===== config.mk =====
export PLATFORM = sky130hd
export DESIGN_NAME = semCountCell
export DESIGN_NICKNAME = d
export VERILOG_FILES = /design/src/rtl/semCellPkg.sv /design/src/rtl/semCellCtrl.sv /design/src/rtl/semCellDatapath.sv /design/src/rtl/semCountCell.sv
export SDC_FILE = /design/constraint.sdc
export NUM_CORES = 1
export LEC_CHECK = 0
export BUFFER_PORTS_ARGS = -buffer_cell sky130_fd_sc_hd__buf_2
export CORE_ASPECT_RATIO = 0.5
export CORE_MARGIN = 2
export CORE_UTILIZATION = 46
export CTS_CLUSTER_DIAMETER = 30
export DETAILED_ROUTE_END_ITERATION = 10
export PLACE_DENSITY = 0.88
export SYNTH_ARGS = -nofsm -noshare
export SYNTH_HDL_FRONTEND = slang
export SYNTH_SLANG_ARGS = --single-unit

===== constraint.sdc =====
create_clock -name clk -period 4.9 [get_ports clk]
set_input_delay 0.98 -clock clk [delete_from_list [all_inputs] [get_ports clk]]
set_output_delay 0.98 -clock clk [all_outputs]
set_load 0.02 [all_outputs]

===== src/rtl/semCellPkg.sv =====
package semCellPkg;

  typedef enum logic [3:0] {
    VIEW_PASS  = 4'd0,
    VIEW_CTRL  = 4'd1,
    VIEW_PV_BL = 4'd4,
    VIEW_PV_NB = 4'd5
  } viewCode_e;

  typedef enum logic [1:0] {
    RD_COUNT,
    RD_TAG,
    RD_ZERO,
    RD_ONES
  } rdSel_e;

  // strobes from control to datapath
  typedef struct packed {
    logic   takeOne;   // wait on a non-zero count
    logic   giveOne;   // signal
    logic   parkReq;   // blocking wait on zero count
    logic   tagLoad;   // control-view store
    rdSel_e rdSel;
  } semStrobe_t;

  localparam int TAG_E_BIT    = 0;
  localparam int TAG_F_BIT    = 1;
  localparam int TAG_T_BIT    = 16;
  localparam int TAG_FIFO_BIT = 17;
  localparam int VIEW_LSB     = 3;
  localparam int VIEW_W       = 4;

endpackage


===== src/rtl/semCellCtrl.sv =====
module semCellCtrl
  import semCellPkg::*;
(
  input  logic       clk,
  input  logic       rstN,
  input  logic       reqValid,
  input  logic       reqWrite,
  input  logic [3:0] viewCode,
  input  logic       fifoFlag,
  input  logic       countZero,
  output semStrobe_t strobe
);

  logic isPv;
  logic isBlocking;
  logic pvLive;

  always_comb begin
    isPv       = (viewCode == VIEW_PV_BL) || (viewCode == VIEW_PV_NB);
    isBlocking = (viewCode == VIEW_PV_BL);
    pvLive     = reqValid && isPv && !fifoFlag;

    strobe.takeOne = pvLive && !reqWrite && !countZero;
    strobe.parkReq = pvLive && !reqWrite && countZero && isBlocking;
    strobe.giveOne = pvLive && reqWrite;
    strobe.tagLoad = reqValid && reqWrite && (viewCode == VIEW_CTRL);

    unique case (viewCode)
      VIEW_PASS:  strobe.rdSel = RD_COUNT;
      VIEW_CTRL:  strobe.rdSel = RD_TAG;
      VIEW_PV_BL,
      VIEW_PV_NB: strobe.rdSel = fifoFlag ? RD_ZERO : RD_COUNT;
      default:    strobe.rdSel = RD_ONES;
    endcase
  end


  // strobe_onehot_chk
  strobe_onehot_chk: assert property (@(posedge clk) disable iff (!rstN)
    $onehot0({strobe.takeOne, strobe.giveOne, strobe.parkReq, strobe.tagLoad}));


  // fifo_gate_chk
  fifo_gate_chk: assert property (@(posedge clk) disable iff (!rstN)
    fifoFlag |-> !(strobe.takeOne || strobe.giveOne || strobe.parkReq));


  // idle_quiet_chk
  idle_quiet_chk: assert property (@(posedge clk) disable iff (!rstN)
    !reqValid |-> !(strobe.takeOne || strobe.giveOne || strobe.parkReq || strobe.tagLoad));

endmodule


===== src/rtl/semCellDatapath.sv =====
module semCellDatapath
  import semCellPkg::*;
#(
  parameter int DATA_W         = 64,
  parameter int COUNT_W        = 16,
  parameter int NUM_THREADS    = 4,
  parameter int THREAD_W       = 2,
  parameter bit FIFO_FLAG_INIT = 1'b0
) (
  input  logic                   clk,
  input  logic                   rstN,
  input  semStrobe_t             strobe,
  input  logic [DATA_W-1:0]      wrData,
  input  logic [THREAD_W-1:0]    thread,
  output logic                   fifoFlag,
  output logic                   countZero,
  output logic [DATA_W-1:0]      rdData,
  output logic [NUM_THREADS-1:0] blockedMap,
  output logic                   wakePulse,
  output logic [NUM_THREADS-1:0] wakeMask
);

  localparam logic [COUNT_W-1:0] COUNT_MAX = {COUNT_W{1'b1}};

  logic [COUNT_W-1:0]     count;
  logic                   tagT, tagE, tagF;
  logic [NUM_THREADS-1:0] parkBit;
  logic [DATA_W-1:0]      tagWord;

  assign fifoFlag  = FIFO_FLAG_INIT;
  assign countZero = (count == '0);

  always_ff @(posedge clk or negedge rstN) begin
    if (!rstN) begin
      count <= '0;
    end else if (strobe.takeOne) begin
      count <= count - 1'b1;
    end else if (strobe.giveOne && count != COUNT_MAX) begin
      count <= count + 1'b1;
    end
  end

  always_ff @(posedge clk or negedge rstN) begin
    if (!rstN) begin
      tagT <= 1'b0;
      tagE <= 1'b0;
      tagF <= 1'b0;
    end else if (strobe.tagLoad) begin
      tagT <= wrData[TAG_T_BIT];
      tagE <= wrData[TAG_E_BIT];
      tagF <= wrData[TAG_F_BIT];
    end
  end

  generate
    for (genvar t = 0; t < NUM_THREADS; t++) begin : g_park
      assign parkBit[t] = (thread == THREAD_W'(t));
    end
  endgenerate

  always_ff @(posedge clk or negedge rstN) begin
    if (!rstN) begin
      blockedMap <= '0;
    end else if (strobe.giveOne) begin
      blockedMap <= '0;
    end else if (strobe.parkReq) begin
      blockedMap <= blockedMap | parkBit;
    end
  end

  assign wakePulse = strobe.giveOne && (blockedMap != '0);
  assign wakeMask  = strobe.giveOne ? blockedMap : '0;

  always_comb begin
    tagWord               = '0;
    tagWord[TAG_E_BIT]    = tagE;
    tagWord[TAG_F_BIT]    = tagF;
    tagWord[TAG_T_BIT]    = tagT;
    tagWord[TAG_FIFO_BIT] = fifoFlag;
    unique case (strobe.rdSel)
      RD_COUNT: rdData = DATA_W'(count);
      RD_TAG:   rdData = tagWord;
      RD_ZERO:  rdData = '0;
      default:  rdData = '1;
    endcase
  end


  // count_step_chk
  count_step_chk: assert property (@(posedge clk) disable iff (!rstN)
    (count != $past(count)) |->
      (count == $past(count) + 1'b1 || count == $past(count) - 1'b1));


  // no_overflow_chk
  no_overflow_chk: assert property (@(posedge clk) disable iff (!rstN)
    (strobe.giveOne && count == COUNT_MAX) |=> count == COUNT_MAX);


  // wake_clear_chk
  wake_clear_chk: assert property (@(posedge clk) disable iff (!rstN)
    wakePulse |=> blockedMap == '0);


  // park_zero_chk
  park_zero_chk: assert property (@(posedge clk) disable iff (!rstN)
    strobe.parkReq |=> count == '0);

endmodule


===== src/rtl/semCountCell.sv =====
module semCountCell
  import semCellPkg::*;
#(
  parameter int DATA_W         = 64,
  parameter int ADDR_W         = 8,
  parameter int COUNT_W        = 16,
  parameter int NUM_THREADS    = 4,
  parameter bit FIFO_FLAG_INIT = 1'b0,
  localparam int THREAD_W      = (NUM_THREADS > 1) ? $clog2(NUM_THREADS) : 1
) (
  input  logic                   clk,
  input  logic                   rstN,
  input  logic                   reqValid,
  input  logic                   reqWrite,
  input  logic [ADDR_W-1:0]      reqAddr,
  input  logic [DATA_W-1:0]      reqData,
  input  logic [THREAD_W-1:0]    reqThread,
  output logic [DATA_W-1:0]      rspData,
  output logic                   rspStall,
  output logic [NUM_THREADS-1:0] blockedMap,
  output logic                   wakePulse,
  output logic [NUM_THREADS-1:0] wakeMask
);

  semStrobe_t strobe;
  logic       fifoFlag;
  logic       countZero;
  logic [3:0] viewCode;

  assign viewCode = reqAddr[VIEW_LSB +: VIEW_W];
  assign rspStall = strobe.parkReq;

  semCellCtrl u_ctrl (
    .clk       (clk),
    .rstN      (rstN),
    .reqValid  (reqValid),
    .reqWrite  (reqWrite),
    .viewCode  (viewCode),
    .fifoFlag  (fifoFlag),
    .countZero (countZero),
    .strobe    (strobe)
  );

  semCellDatapath #(
    .DATA_W         (DATA_W),
    .COUNT_W        (COUNT_W),
    .NUM_THREADS    (NUM_THREADS),
    .THREAD_W       (THREAD_W),
    .FIFO_FLAG_INIT (FIFO_FLAG_INIT)
  ) u_dp (
    .clk        (clk),
    .rstN       (rstN),
    .strobe     (strobe),
    .wrData     (reqData),
    .thread     (reqThread),
    .fifoFlag   (fifoFlag),
    .countZero  (countZero),
    .rdData     (rspData),
    .blockedMap (blockedMap),
    .wakePulse  (wakePulse),
    .wakeMask   (wakeMask)
  );


  // stall_cause_chk
  stall_cause_chk: assert property (@(posedge clk) disable iff (!rstN)
    rspStall |-> (!reqWrite && viewCode == VIEW_PV_BL && rspData == '0));

endmodule


==> results.sh, run 1 <==
export IMPL_status="complete, no violations"
export IMPL_htreeDepth=1
export IMPL_power_density_mw_per_mm2=385
export IMPL_maxCapViolCount=0
export IMPL_wl_um=5120
export IMPL_crit_family="compound AO/OA/AOI/OAI gates"
export IMPL_dieArea_mm2=0.00543
export IMPL_post_cts_resized=0
export IMPL_hold_viol=0
export IMPL_synthArstFlopShare_pct=100
export IMPL_rsz0062_at_grt="no"
export IMPL_numCtsBuffers=3
export IMPL_numClockSinks=23
export IMPL_p_leak_nw=1.16
export IMPL_antenna_found_initial=0
export IMPL_cp_arrival_ps=3640
export IMPL_ir_worst_vdd_v=0.000136
export IMPL_grt_max_degree=48
export IMPL_reg2regPathDepth=10
export IMPL_power_uw=923
export IMPL_post_cts_buffers=0
export IMPL_final_nets=396
export IMPL_internal_power_uw=494
export IMPL_critPathMaxFanout=22
export IMPL_clk_pin_slew_ps=90
export IMPL_synth_edf_count=0
export IMPL_p_switching_uw=428
export IMPL_drt_iter0_drc=113
export IMPL_critPathLaunchType="primary input"
export IMPL_ys_types=45
export IMPL_antennaDiodeCount=0
export IMPL_avgRoutedWirePerCell_um=13.9
export IMPL_syn_instance_count=265
export IMPL_synth_avg_cell_area_um2=8.37
export IMPL_switching_share_pct=46.4
export IMPL_holdPathStages=1
export IMPL_rows=17
export IMPL_netlist_area_mm2=0.00222
export IMPL_yosysMostFrequentCell="buf_4"
export IMPL_cpPeakStageDelay_ps=380
export IMPL_min_delay_start="u_dp.tagF$_DFFE_PN0P_"
export IMPL_reg2reg_slack_ps=1720
export IMPL_yosysTopAreaCellShare_pct=25.9
export IMPL_vias=2001
export IMPL_grt_usage_pct=18.6
export IMPL_min_delay_path_class="register to register"
export IMPL_finalClockSkew_ps=1.25
export IMPL_fin_crit_sh_pct=70.9
export IMPL_pwr_share_comb_pct=47.7
export IMPL_max_freq_ghz=0.288
export IMPL_clk_latency_ps=270
export IMPL_post_dp_hpwl_um=3960
export IMPL_grt_pass1_wl_um=7980
export IMPL_die_h_um=53.1
export IMPL_p_seq_share_pct=38.9
export IMPL_finalCriticalPeriod_ps=3470
export IMPL_required_ps=5070
export IMPL_start_util_pct=49.2
export IMPL_drv_slew=0
export IMPL_layout_drive_gt1_share_pct=35.4
export IMPL_synth_seq_cells=23
export IMPL_syn_num_nets=358
export IMPL_gp_congestion=0.898
export IMPL_cts_root_buf="clkbuf_8"
export IMPL_tns_ps=0
export IMPL_io_pins=152
export IMPL_first_pass_iters=5
export IMPL_path_buf_inv=2
export IMPL_r2r_end="u_dp.count[12]$_DFFE_PN0P_"
export IMPL_cts_tree="yes"
export IMPL_synthFlopType="dfrtp_1"
export IMPL_synthToLayoutAreaGrowth_pct=7.95
export IMPL_path_class="primary input to register"
export IMPL_die_width_um=102
export IMPL_grt_pass1_vias=1767
export IMPL_worst_slew_pin_slew_ps=876
export IMPL_viasPerCell=5.44
export IMPL_setup_violations=0
export IMPL_r2r_start="u_dp.count[8]$_DFFE_PN0P_"
export IMPL_postCtsHoldBufs=0
export IMPL_crit_slowest_cell="a221oi_4"
export IMPL_end_kind="register"
export IMPL_route_detailed_drc=0
export IMPL_path_cells="buf_2 -> nor2_1 -> buf_4 -> and3b_1 -> and2_4 -> ha_1 -> a21o_1 -> a221oi_4 -> o21ai_2 -> o21a_1 -> or3_1 -> a31o_1"
export IMPL_ant_nets=0
export IMPL_min_to="u_dp.tagF$_DFFE_PN0P_"
export IMPL_grt_overflow_total=0
export IMPL_clock_path_buffers=2
export IMPL_maxSlewHeadroom_pct=41.6
export IMPL_ys_warn_count=0
export IMPL_io_buffers=86
export IMPL_synth_area_leaders="dfrtp_1, buf_4, ha_1"
export IMPL_p_clk_share_pct=13.4
export IMPL_synth_top_area_cell="dfrtp_1"
export IMPL_core_area_mm2=0.00451
export IMPL_yosysSeqAreaShare_pct=25.9
export IMPL_synth_commonest_cells="buf_4, nand2_1, dfrtp_1"
export IMPL_fillerInstances=399
-- stage by stage --
| step | util, % | instance area (um2) | worst slack (ps) | hold WS [ps] | std cells |
|---|---|---|---|---|---|
| finish | 53.1 | 2390 | 1430 | 523 | 368 |
| CTS | 53.1 | 2390 | 1440 | 527 | 368 |
| global placement | 52.1 | 2350 | 1200 | 490 | 364 |
| floorplan | - | 2220 | 1350 | 479 | 265 |
| detailed placement | 52.1 | 2350 | 1150 | 501 | 364 |
| global route | 53.1 | 2390 | 1220 | 544 | 368 |
-- flip-flops by register name, indices dropped and copies added (netlist names) --
signal / cells
u_dp.tagF: 1
u_dp.tagT: 1
u_dp.tagE: 1
u_dp.blockedMap: 4
u_dp.count: 16
-- power groups by stage --
stage	clock network, mW	logic (mW)	registers, mW
6_report	0.123	0.440	0.359
5_1_grt	0.134	0.484	0.365
4_1_cts	0.123	0.437	0.353
3_5_place_dp	0	0.433	0.355
3_3_place_gp	0	0.412	0.352
2_1_floorplan	0	0.368	0.324
-- metal layers --
layer / vias up / GRT usage, % / part of all wire [%]
met5: - / 0 / 0
met4: 0 / 4.44 / 1.1
li1: 960 / - / -
met3: 6 / 1.59 / 6.9
met1: 937 / 22.3 / 41
met2: 98 / 36.4 / 51
-- final cells by class --
type,instances,area (um2),area share (%)
clock buffer,3,41.3,1.72
clock inverter,1,5.00,0.209
inverter,7,26.3,1.10
multi-input combinational,181,1230,51.2
sequential,23,576,24.0
tap,66,82.6,3.45
timing repair buffer,87,438,18.3
-- worst max path at each step --
stage               slack [ps]                    endpoint       start  cells past startpoint
CTS                       1440  u_dp.count[12]$_DFFE_PN0P_  reqAddr[4]                     12
global placement          1200  u_dp.count[12]$_DFFE_PN0P_  reqAddr[4]                     12
global route              1220  u_dp.count[12]$_DFFE_PN0P_  reqAddr[4]                     12
detailed placement        1150  u_dp.count[12]$_DFFE_PN0P_  reqAddr[4]                     12
finish                    1430  u_dp.count[12]$_DFFE_PN0P_  reqAddr[4]                     12
floorplan                 1350                 rspData[18]  reqAddr[4]                      5
-- placed cells by master, fill, tap and decap left out, drive strengths merged, types with 7 or more instances in the layout --
| cell type | netlist | layout |
|---|---|---|
| nand2 | 37 | 37 |
| xnor2 | 12 | 12 |
| dfrtp | 23 | 23 |
| nor2 | 18 | 18 |
| ha | 14 | 14 |
| mux2 | 8 | 8 |
| a31oi | 7 | 7 |
| o21ai | 7 | 7 |
| inv | 7 | 7 |
| buf | 48 | 87 |
| a21oi | 18 | 18 |
-- cells by family (layout without fill, tap and decap cells) --
logic type | Yosys count | after routing | synth area share [%]
and+or+nand+nor | 91 | 91 | 20.4
buffers and inverters | 61 | 98 | 18.8
AOI/OAI and AO/OA | 52 | 52 | 15.9
DFF | 23 | 23 | 25.9
adders and majority gates | 15 | 15 | 8.80
xor gates and xnor gates | 14 | 14 | 5.53
muxes | 9 | 9 | 4.68
Note: power is estimated with default switching activity, not from simulation.
==> run 2: changes to the inputs <==
--- a/config.mk
+++ b/config.mk
@@ -5,13 +5,14 @@
 export SDC_FILE = /design/constraint.sdc
 export NUM_CORES = 1
 export LEC_CHECK = 0
+export ABC_AREA = 1
 export BUFFER_PORTS_ARGS = -buffer_cell sky130_fd_sc_hd__buf_2
 export CORE_ASPECT_RATIO = 0.5
 export CORE_MARGIN = 2
-export CORE_UTILIZATION = 46
+export CORE_UTILIZATION = 44
 export CTS_CLUSTER_DIAMETER = 30
 export DETAILED_ROUTE_END_ITERATION = 10
-export PLACE_DENSITY = 0.88
+export PLACE_DENSITY = 0.82
 export SYNTH_ARGS = -nofsm -noshare
 export SYNTH_HDL_FRONTEND = slang
 export SYNTH_SLANG_ARGS = --single-unit
==> constraint.sdc (replaced) <==
create_clock -name clk -period 3.4 [get_ports clk]
set_input_delay 0.68 -clock clk [delete_from_list [all_inputs] [get_ports clk]]
set_output_delay 0.68 -clock clk [all_outputs]
set_load 0.02 [all_outputs]
==> run 2 against run 1 <==
Compared with the run above:
- first-iteration DRC count is 40% higher
- synthesized cell count is 35% higher
- sequential cell count stayed put
- clock skew is 4.7 ps higher
- clock power is 48% higher
- critical path depth is 3 higher
- non-clock buffer count is 3 higher
- sequential power is 30% higher
- worst hold slack worse by 150 ps
- combinational power is 27% higher
- sequential share of layout area is 2.1 points lower
- critical endpoint is now u_dp.count[8]$_DFFE_PN0P_
- largest cell class unchanged
- highest routed layer unchanged
==> results.sh, run 2 <==
export IMPL_cts_tree="yes"
export IMPL_core_area_mm2=0.00509
export IMPL_worst_path_most_repeated_cell="nand2_1"
export IMPL_critPathLaunchType="register"
export IMPL_final_common_cell="nand2_1"
export IMPL_start_util_pct=47.2
export IMPL_power_density_mw_per_mm2=460
export IMPL_crit_slowest_cell="dfrtp_1"
export IMPL_cts_root_buf="clkbuf_8"
export IMPL_yosysTopAreaCellShare_pct=24.0
export IMPL_drv_slew=0
export IMPL_die_h_um=56.2
export IMPL_status="complete, no violations"
export IMPL_rsz0062_at_grt="no"
export IMPL_synth_top_area_cell="dfrtp_1"
export IMPL_path_cells="nor2_1 -> nand2_1 -> nor2_1 -> nand2_1 -> nand2_2 -> inv_1 -> buf_4 -> fa_1 -> nand2_1 -> nand2_1 -> and2_1 -> nand2_1 -> nand2_1 -> xnor2_1 -> o21ai_1"
export IMPL_max_freq_ghz=0.371
export IMPL_wl_um=5690
export IMPL_dieArea_mm2=0.00610
export IMPL_syn_num_nets=452
export IMPL_final_cell_mix="nand2_1, buf_2, inv_1"
export IMPL_io_pins=152
export IMPL_path_buf_inv=2
export IMPL_synth_seq_cells=23
export IMPL_cpPeakStageDelay_ps=460
export IMPL_fin_crit_sh_pct=79.2
export IMPL_clk_pin_slew_ps=90
export IMPL_critPathMaxFanout=7
export IMPL_post_cts_resized=0
export IMPL_regMostFlops="u_dp.count"
export IMPL_ys_warn_count=0
export IMPL_tns_ps=0
export IMPL_yosysSeqAreaShare_pct=24.0
export IMPL_avgRoutedWirePerCell_um=12.0
export IMPL_netlist_area_mm2=0.00240
export IMPL_largest_reg_flops=16
export IMPL_synth_edf_count=0
export IMPL_finalClockSkew_ps=5.91
export IMPL_final_cell_area_mm2=0.00262
export IMPL_maxSlewHeadroom_pct=63.1
export IMPL_layout_drive_gt1_share_pct=27.3
export IMPL_rows=18
export IMPL_placed_area_mm2=0.00257
export IMPL_hold_viol=0
export IMPL_min_delay_path_class="primary input to asynchronous set/reset pin"
export IMPL_htreeDepth=1
export IMPL_viasPerCell=4.92
export IMPL_maxCapViolCount=0
export IMPL_grt_overflow_total=0
export IMPL_gp_congestion=0.921
export IMPL_crit_family="simple AND/OR/NAND/NOR gates"
export IMPL_whs_ps=378
export IMPL_route_detailed_drc=0
export IMPL_antennaDiodeCount=0
export IMPL_finalCriticalPeriod_ps=2690
export IMPL_setup_violations=0
export IMPL_synth_commonest_cells="nand2_1, buf_4, inv_1"
export IMPL_final_cells=473
export IMPL_numClockSinks=23
export IMPL_post_dp_hpwl_um=4360
export IMPL_end_kind="register"
export IMPL_synthFlopType="dfrtp_1"
export IMPL_synthToLayoutAreaGrowth_pct=9.12
export IMPL_final_nets=497
export IMPL_synthArstFlopShare_pct=100
export IMPL_cp_arrival_ps=2860
export IMPL_numCtsBuffers=3
export IMPL_worst_slew_pin_slew_ps=553
export IMPL_ys_types=34
export IMPL_clk_latency_ps=280
export IMPL_reg_top3="u_dp.count x16, u_dp.blockedMap x4"
export IMPL_antenna_found_initial=0
export IMPL_first_pass_iters=5
export IMPL_path_class="register to register"
export IMPL_die_width_um=108
export IMPL_vias=2325
export IMPL_postCtsHoldBufs=0
export IMPL_grt_pass1_wl_um=9230
export IMPL_grt_pass1_vias=2008
export IMPL_io_buffers=86
export IMPL_synth_area_leaders="dfrtp_1, nand2_1, buf_4"
export IMPL_yosysMostFrequentCell="nand2_1"
export IMPL_grt_max_degree=48
export IMPL_required_ps=3560
export IMPL_synth_avg_cell_area_um2=6.69
export IMPL_clock_path_buffers=2
export IMPL_drt_iter0_drc=158
export IMPL_post_cts_buffers=0
export IMPL_ir_worst_vdd_v=0.000221
export IMPL_dp_cells=469
export IMPL_syn_instance_count=359
export IMPL_grt_usage_pct=18.8
export IMPL_ant_nets=0
export IMPL_p_leak_nw=1.44
[run 2: changes by cell type after synthesis, sizes merged, moves of 6 or more]
cell and delta:
a31oi -7, inv +42, nand2 +65, nand3 +18, nand3b +6, nor2 +12
nor4 -6, o21ai +15, xnor2 -11
[run 2: area by class of cell]
type	instances	area [um2]
fillers	521	2470
multi-input cells	237	1270
flip-flops and latches	23	576
repair buffers	90	460
inverters	49	184
well taps	70	87.6
clock buffers	3	41.3
clock inverters	1	5.00
[run 2: per-layer routing]
layer	vias up	GRT usage, %	wire length [um]
met5	-	0	0
met4	0	4.40	39
met3	4	2.46	424
met2	93	31.0	2580
met1	1041	26.2	2640
li1	1187	-	-
[run 2: logic make-up (layout without fill, tap and decap cells)]
| logic type | Yosys count | count (layout) | synth area share, % |
|---|---|---|---|
| buffers and inverters | 99 | 143 | 23.3 |
| AOI/OAI and AO/OA | 40 | 40 | 8.81 |
| DFF | 23 | 23 | 24.0 |
| and+or+nand+nor | 172 | 172 | 31.8 |
| adders and majority gates | 15 | 15 | 8.13 |
| xor gates and xnor gates | 7 | 7 | 2.55 |
| muxes | 3 | 3 | 1.41 |
[run 2: final timing paths]
check / from / end / slack, ps / cells after the start
worst max-delay path: u_dp.count[1]$_DFFE_PN0P_ / u_dp.count[8]$_DFFE_PN0P_ / 710 / 15
worst min-delay path: rstN / u_dp.count[7]$_DFFE_PN0P_ / 380 / 1
worst max register to register: u_dp.count[1]$_DFFE_PN0P_ / u_dp.count[8]$_DFFE_PN0P_ / 710 / 15
worst min register to register: u_dp.tagT$_DFFE_PN0P_ / u_dp.tagT$_DFFE_PN0P_ / 510 / 1
max in group asynchronous: rstN / u_dp.count[3]$_DFFE_PN0P_ / 2650 / 1
min in group clk: u_dp.tagT$_DFFE_PN0P_ / u_dp.tagT$_DFFE_PN0P_ / 510 / 1
[run 2: through the flow]
step	utilization, %	power (mW)	setup slack, ps
2_1_floorplan	-	0.893	758
3_3_place_gp	50.6	1.00	570
3_5_place_dp	50.6	1.02	548
4_1_cts	51.5	1.20	722
5_1_grt	51.5	1.30	458
6_report	51.5	1.20	707
[run 2: where the power goes]
| group | switching, mW | leakage (nW) | internal [mW] |
|---|---|---|---|
| sequential | 0.112 | 0.293 | 0.354 |
| clock | 0.0993 | 0.0255 | 0.0823 |
| combinational | 0.349 | 1.12 | 0.209 |
| total | 0.560 | 1.44 | 0.645 |
==> run 3: changes to the inputs <==
--- a/config.mk
+++ b/config.mk
@@ -5,14 +5,14 @@
 export SDC_FILE = /design/constraint.sdc
 export NUM_CORES = 1
 export LEC_CHECK = 0
-export ABC_AREA = 1
+export ABC_AREA = 0
 export BUFFER_PORTS_ARGS = -buffer_cell sky130_fd_sc_hd__buf_2
 export CORE_ASPECT_RATIO = 0.5
 export CORE_MARGIN = 2
-export CORE_UTILIZATION = 44
+export CORE_UTILIZATION = 38
 export CTS_CLUSTER_DIAMETER = 30
 export DETAILED_ROUTE_END_ITERATION = 10
-export PLACE_DENSITY = 0.82
+export PLACE_DENSITY = 0.77
 export SYNTH_ARGS = -nofsm -noshare
 export SYNTH_HDL_FRONTEND = slang
 export SYNTH_SLANG_ARGS = --single-unit
==> constraint.sdc (replaced) <==
create_clock -name clk -period 2.2 [get_ports clk]
set_input_delay 0.44 -clock clk [delete_from_list [all_inputs] [get_ports clk]]
set_output_delay 0.44 -clock clk [all_outputs]
set_load 0.02 [all_outputs]
==> run 3 against run 2 <==
Compared with the run above:
- the run now ends with negative setup slack left
- first-iteration DRC count fell by 5.1%
- sequential share of layout area decreased by 3.8 points
- register-to-register slack got worse by 1400 ps
- critical path depth down 4
- combinational power increased to 3.2 times the previous value
- sequential cell count unchanged
- final cell count is 6.8% lower
==> results.sh, run 3 (same netlist as run 1, synthesis figures left out) <==
export IMPL_r2r_end="u_dp.count[12]$_DFFE_PN0P_"
export IMPL_dr_max_layer_used="met4"
export IMPL_met1_length_um=2720
export IMPL_critPathLaunchType="register"
export IMPL_critPathMaxFanout=7
export IMPL_p_leak_nw=1.54
export IMPL_final_nets=462
export IMPL_pre_cts_ws_ps=-707
export IMPL_final_common_cell="buf_2"
export IMPL_dp_cells=426
export IMPL_r2r_start="u_dp.count[2]$_DFFE_PN0P_"
export IMPL_start_util_pct=39.9
export IMPL_regMostFlops="u_dp.count"
export IMPL_worst_slew_pin_slew_ps=569
export IMPL_die_h_um=58.0
export IMPL_rsz0062_at_grt="yes"
export IMPL_core_area_mm2=0.00556
export IMPL_reg2regPathDepth=11
export IMPL_min_delay_path_class="primary input to asynchronous set/reset pin"
export IMPL_largest_reg_flops=16
export IMPL_path_class="register to register"
export IMPL_rows=19
export IMPL_vias=2302
export IMPL_io_buffers=86
export IMPL_finalClockSkew_ps=3.97
export IMPL_clk_pin_slew_ps=60
export IMPL_cts_root_buf="clkbuf_16"
export IMPL_status="finished, violations left"
export IMPL_maxSlewHeadroom_pct=62.1
export IMPL_finalCriticalPeriod_ps=2870
export IMPL_first_pass_iters=4
export IMPL_required_ps=2350
export IMPL_grt_max_degree=48
export IMPL_final_cells=441
export IMPL_end_kind="register"
export IMPL_numCtsBuffers=3
export IMPL_antenna_found_initial=0
export IMPL_fin_crit_sh_pct=130
export IMPL_drt_iter0_drc=150
export IMPL_layout_drive_gt1_share_pct=53.0
export IMPL_placed_area_mm2=0.00283
export IMPL_io_pins=152
export IMPL_synthToLayoutAreaGrowth_pct=42.5
export IMPL_gp_congestion=0.833
export IMPL_setup_violations=14
export IMPL_power_density_mw_per_mm2=905
export IMPL_cp_arrival_ps=3020
export IMPL_ant_nets=0
export IMPL_cts_tree="yes"
export IMPL_reg2reg_slack_ps=-670
export IMPL_grt_pass1_wl_um=9580
export IMPL_dieArea_mm2=0.00650
export IMPL_viasPerCell=5.22
export IMPL_maxCapViolCount=0
export IMPL_drv_slew=0
export IMPL_htreeDepth=1
export IMPL_grt_pass1_vias=1998
export IMPL_max_freq_ghz=0.349
export IMPL_wl_met3_um=472
export IMPL_numClockSinks=23
export IMPL_violations="negative setup slack"
export IMPL_hold_viol=0
export IMPL_wl_met2_um=3170
export IMPL_wl_um=6560
export IMPL_grt_usage_pct=18.4
export IMPL_worst_slack_ps=-668
export IMPL_final_cell_area_mm2=0.00316
export IMPL_die_width_um=112
export IMPL_whs_ps=145
export IMPL_avgRoutedWirePerCell_um=14.9
export IMPL_final_cell_mix="buf_2, buf_4, nand2_1"
export IMPL_route_detailed_drc=0
export IMPL_grt_overflow_total=0
export IMPL_power_mw=2.86
export IMPL_ir_worst_vdd_v=0.000533
export IMPL_clk_latency_ps=260
export IMPL_reg_top3="u_dp.count x16, u_dp.blockedMap x4"
export IMPL_antennaDiodeCount=0
export IMPL_post_dp_hpwl_um=4600
export IMPL_clock_path_buffers=2
==> run 3: changes by cell type in the layout (fill, tap and decap cells not counted), moves of 10 or more <==
cell | before | now
buf_4 | 4 | 62
inv_1 | 46 | 6
nand2_1 | 100 | 37
nand3_1 | 22 | 5
nor2_1 | 27 | 17
==> run 3: timing repair <==
action                                  4_1_cts  5_1_grt
gates resized for setup                      12       18
hold buffers                                  0        0
endpoints found under the setup margin       14       16
buffers inserted                              4        7
gates cloned                                  1        0
pin swaps                                     9       15
==> run 3: layout make-up <==
type / instances / area [um2]
clock buffer: 3 / 75.1
clock inverter: 1 / 5.00
timing repair buffer: 152 / 956
sequential: 23 / 576
tap: 73 / 91.3
multi-input combinational: 182 / 1430
inverter: 7 / 30.0
fill: 459 / 2400
==> run 3: worst max-delay path: stages, from the launching register on <==
cell,delay [ps]
dfrtp_1,410
nor4_4,320
nand4_1,180
buf_4,180
and2_4,180
ha_4,230
a21o_1,210
a221oi_4,270
o21ai_2,110
o21a_1,180
or3_1,300
a31o_1,170
==> run 3: per-stage QoR <==
step,setup TNS [ps],utilization [%]
finish,-6840,56.8
global route,-8630,56.8
CTS,-6050,54.0
detailed placement,-6110,50.8
global placement,-5300,50.8
floorplan,-2500,-
==> run 3: worst max-delay path by stage <==
stage | from | endpoint | slack, ps | cells after the start
after floorplan | u_dp.count[1]$_DFFE_PN0P_ | u_dp.count[12]$_DFFE_PN0P_ | -530 | 10
after global placement | reqValid | u_dp.count[12]$_DFFE_PN0P_ | -630 | 11
after detailed placement | u_dp.count[3]$_DFFE_PN0P_ | u_dp.count[12]$_DFFE_PN0P_ | -710 | 10
after CTS | u_dp.count[8]$_DFFE_PN0P_ | u_dp.count[12]$_DFFE_PN0P_ | -660 | 10
after global routing | u_dp.count[2]$_DFFE_PN0P_ | u_dp.count[12]$_DFFE_PN0P_ | -810 | 11
final | u_dp.count[2]$_DFFE_PN0P_ | u_dp.count[12]$_DFFE_PN0P_ | -670 | 11
==> run 3: report_power, final <==
| group | leakage [nW] | switching (mW) | internal [mW] | total (mW) |
|---|---|---|---|---|
| Clock | 0.0409 | 0.151 | 0.245 | 0.395 |
| Combinational | 1.22 | 0.909 | 0.867 | 1.78 |
| Sequential | 0.281 | 0.129 | 0.560 | 0.689 |
==> run 3: routing by layer <==
layer	vias up	global-route usage (%)
met5	-	0
met4	0	6.79
met3	25	2.41
met2	123	33.0
met1	1066	23.2
li1	1088	-
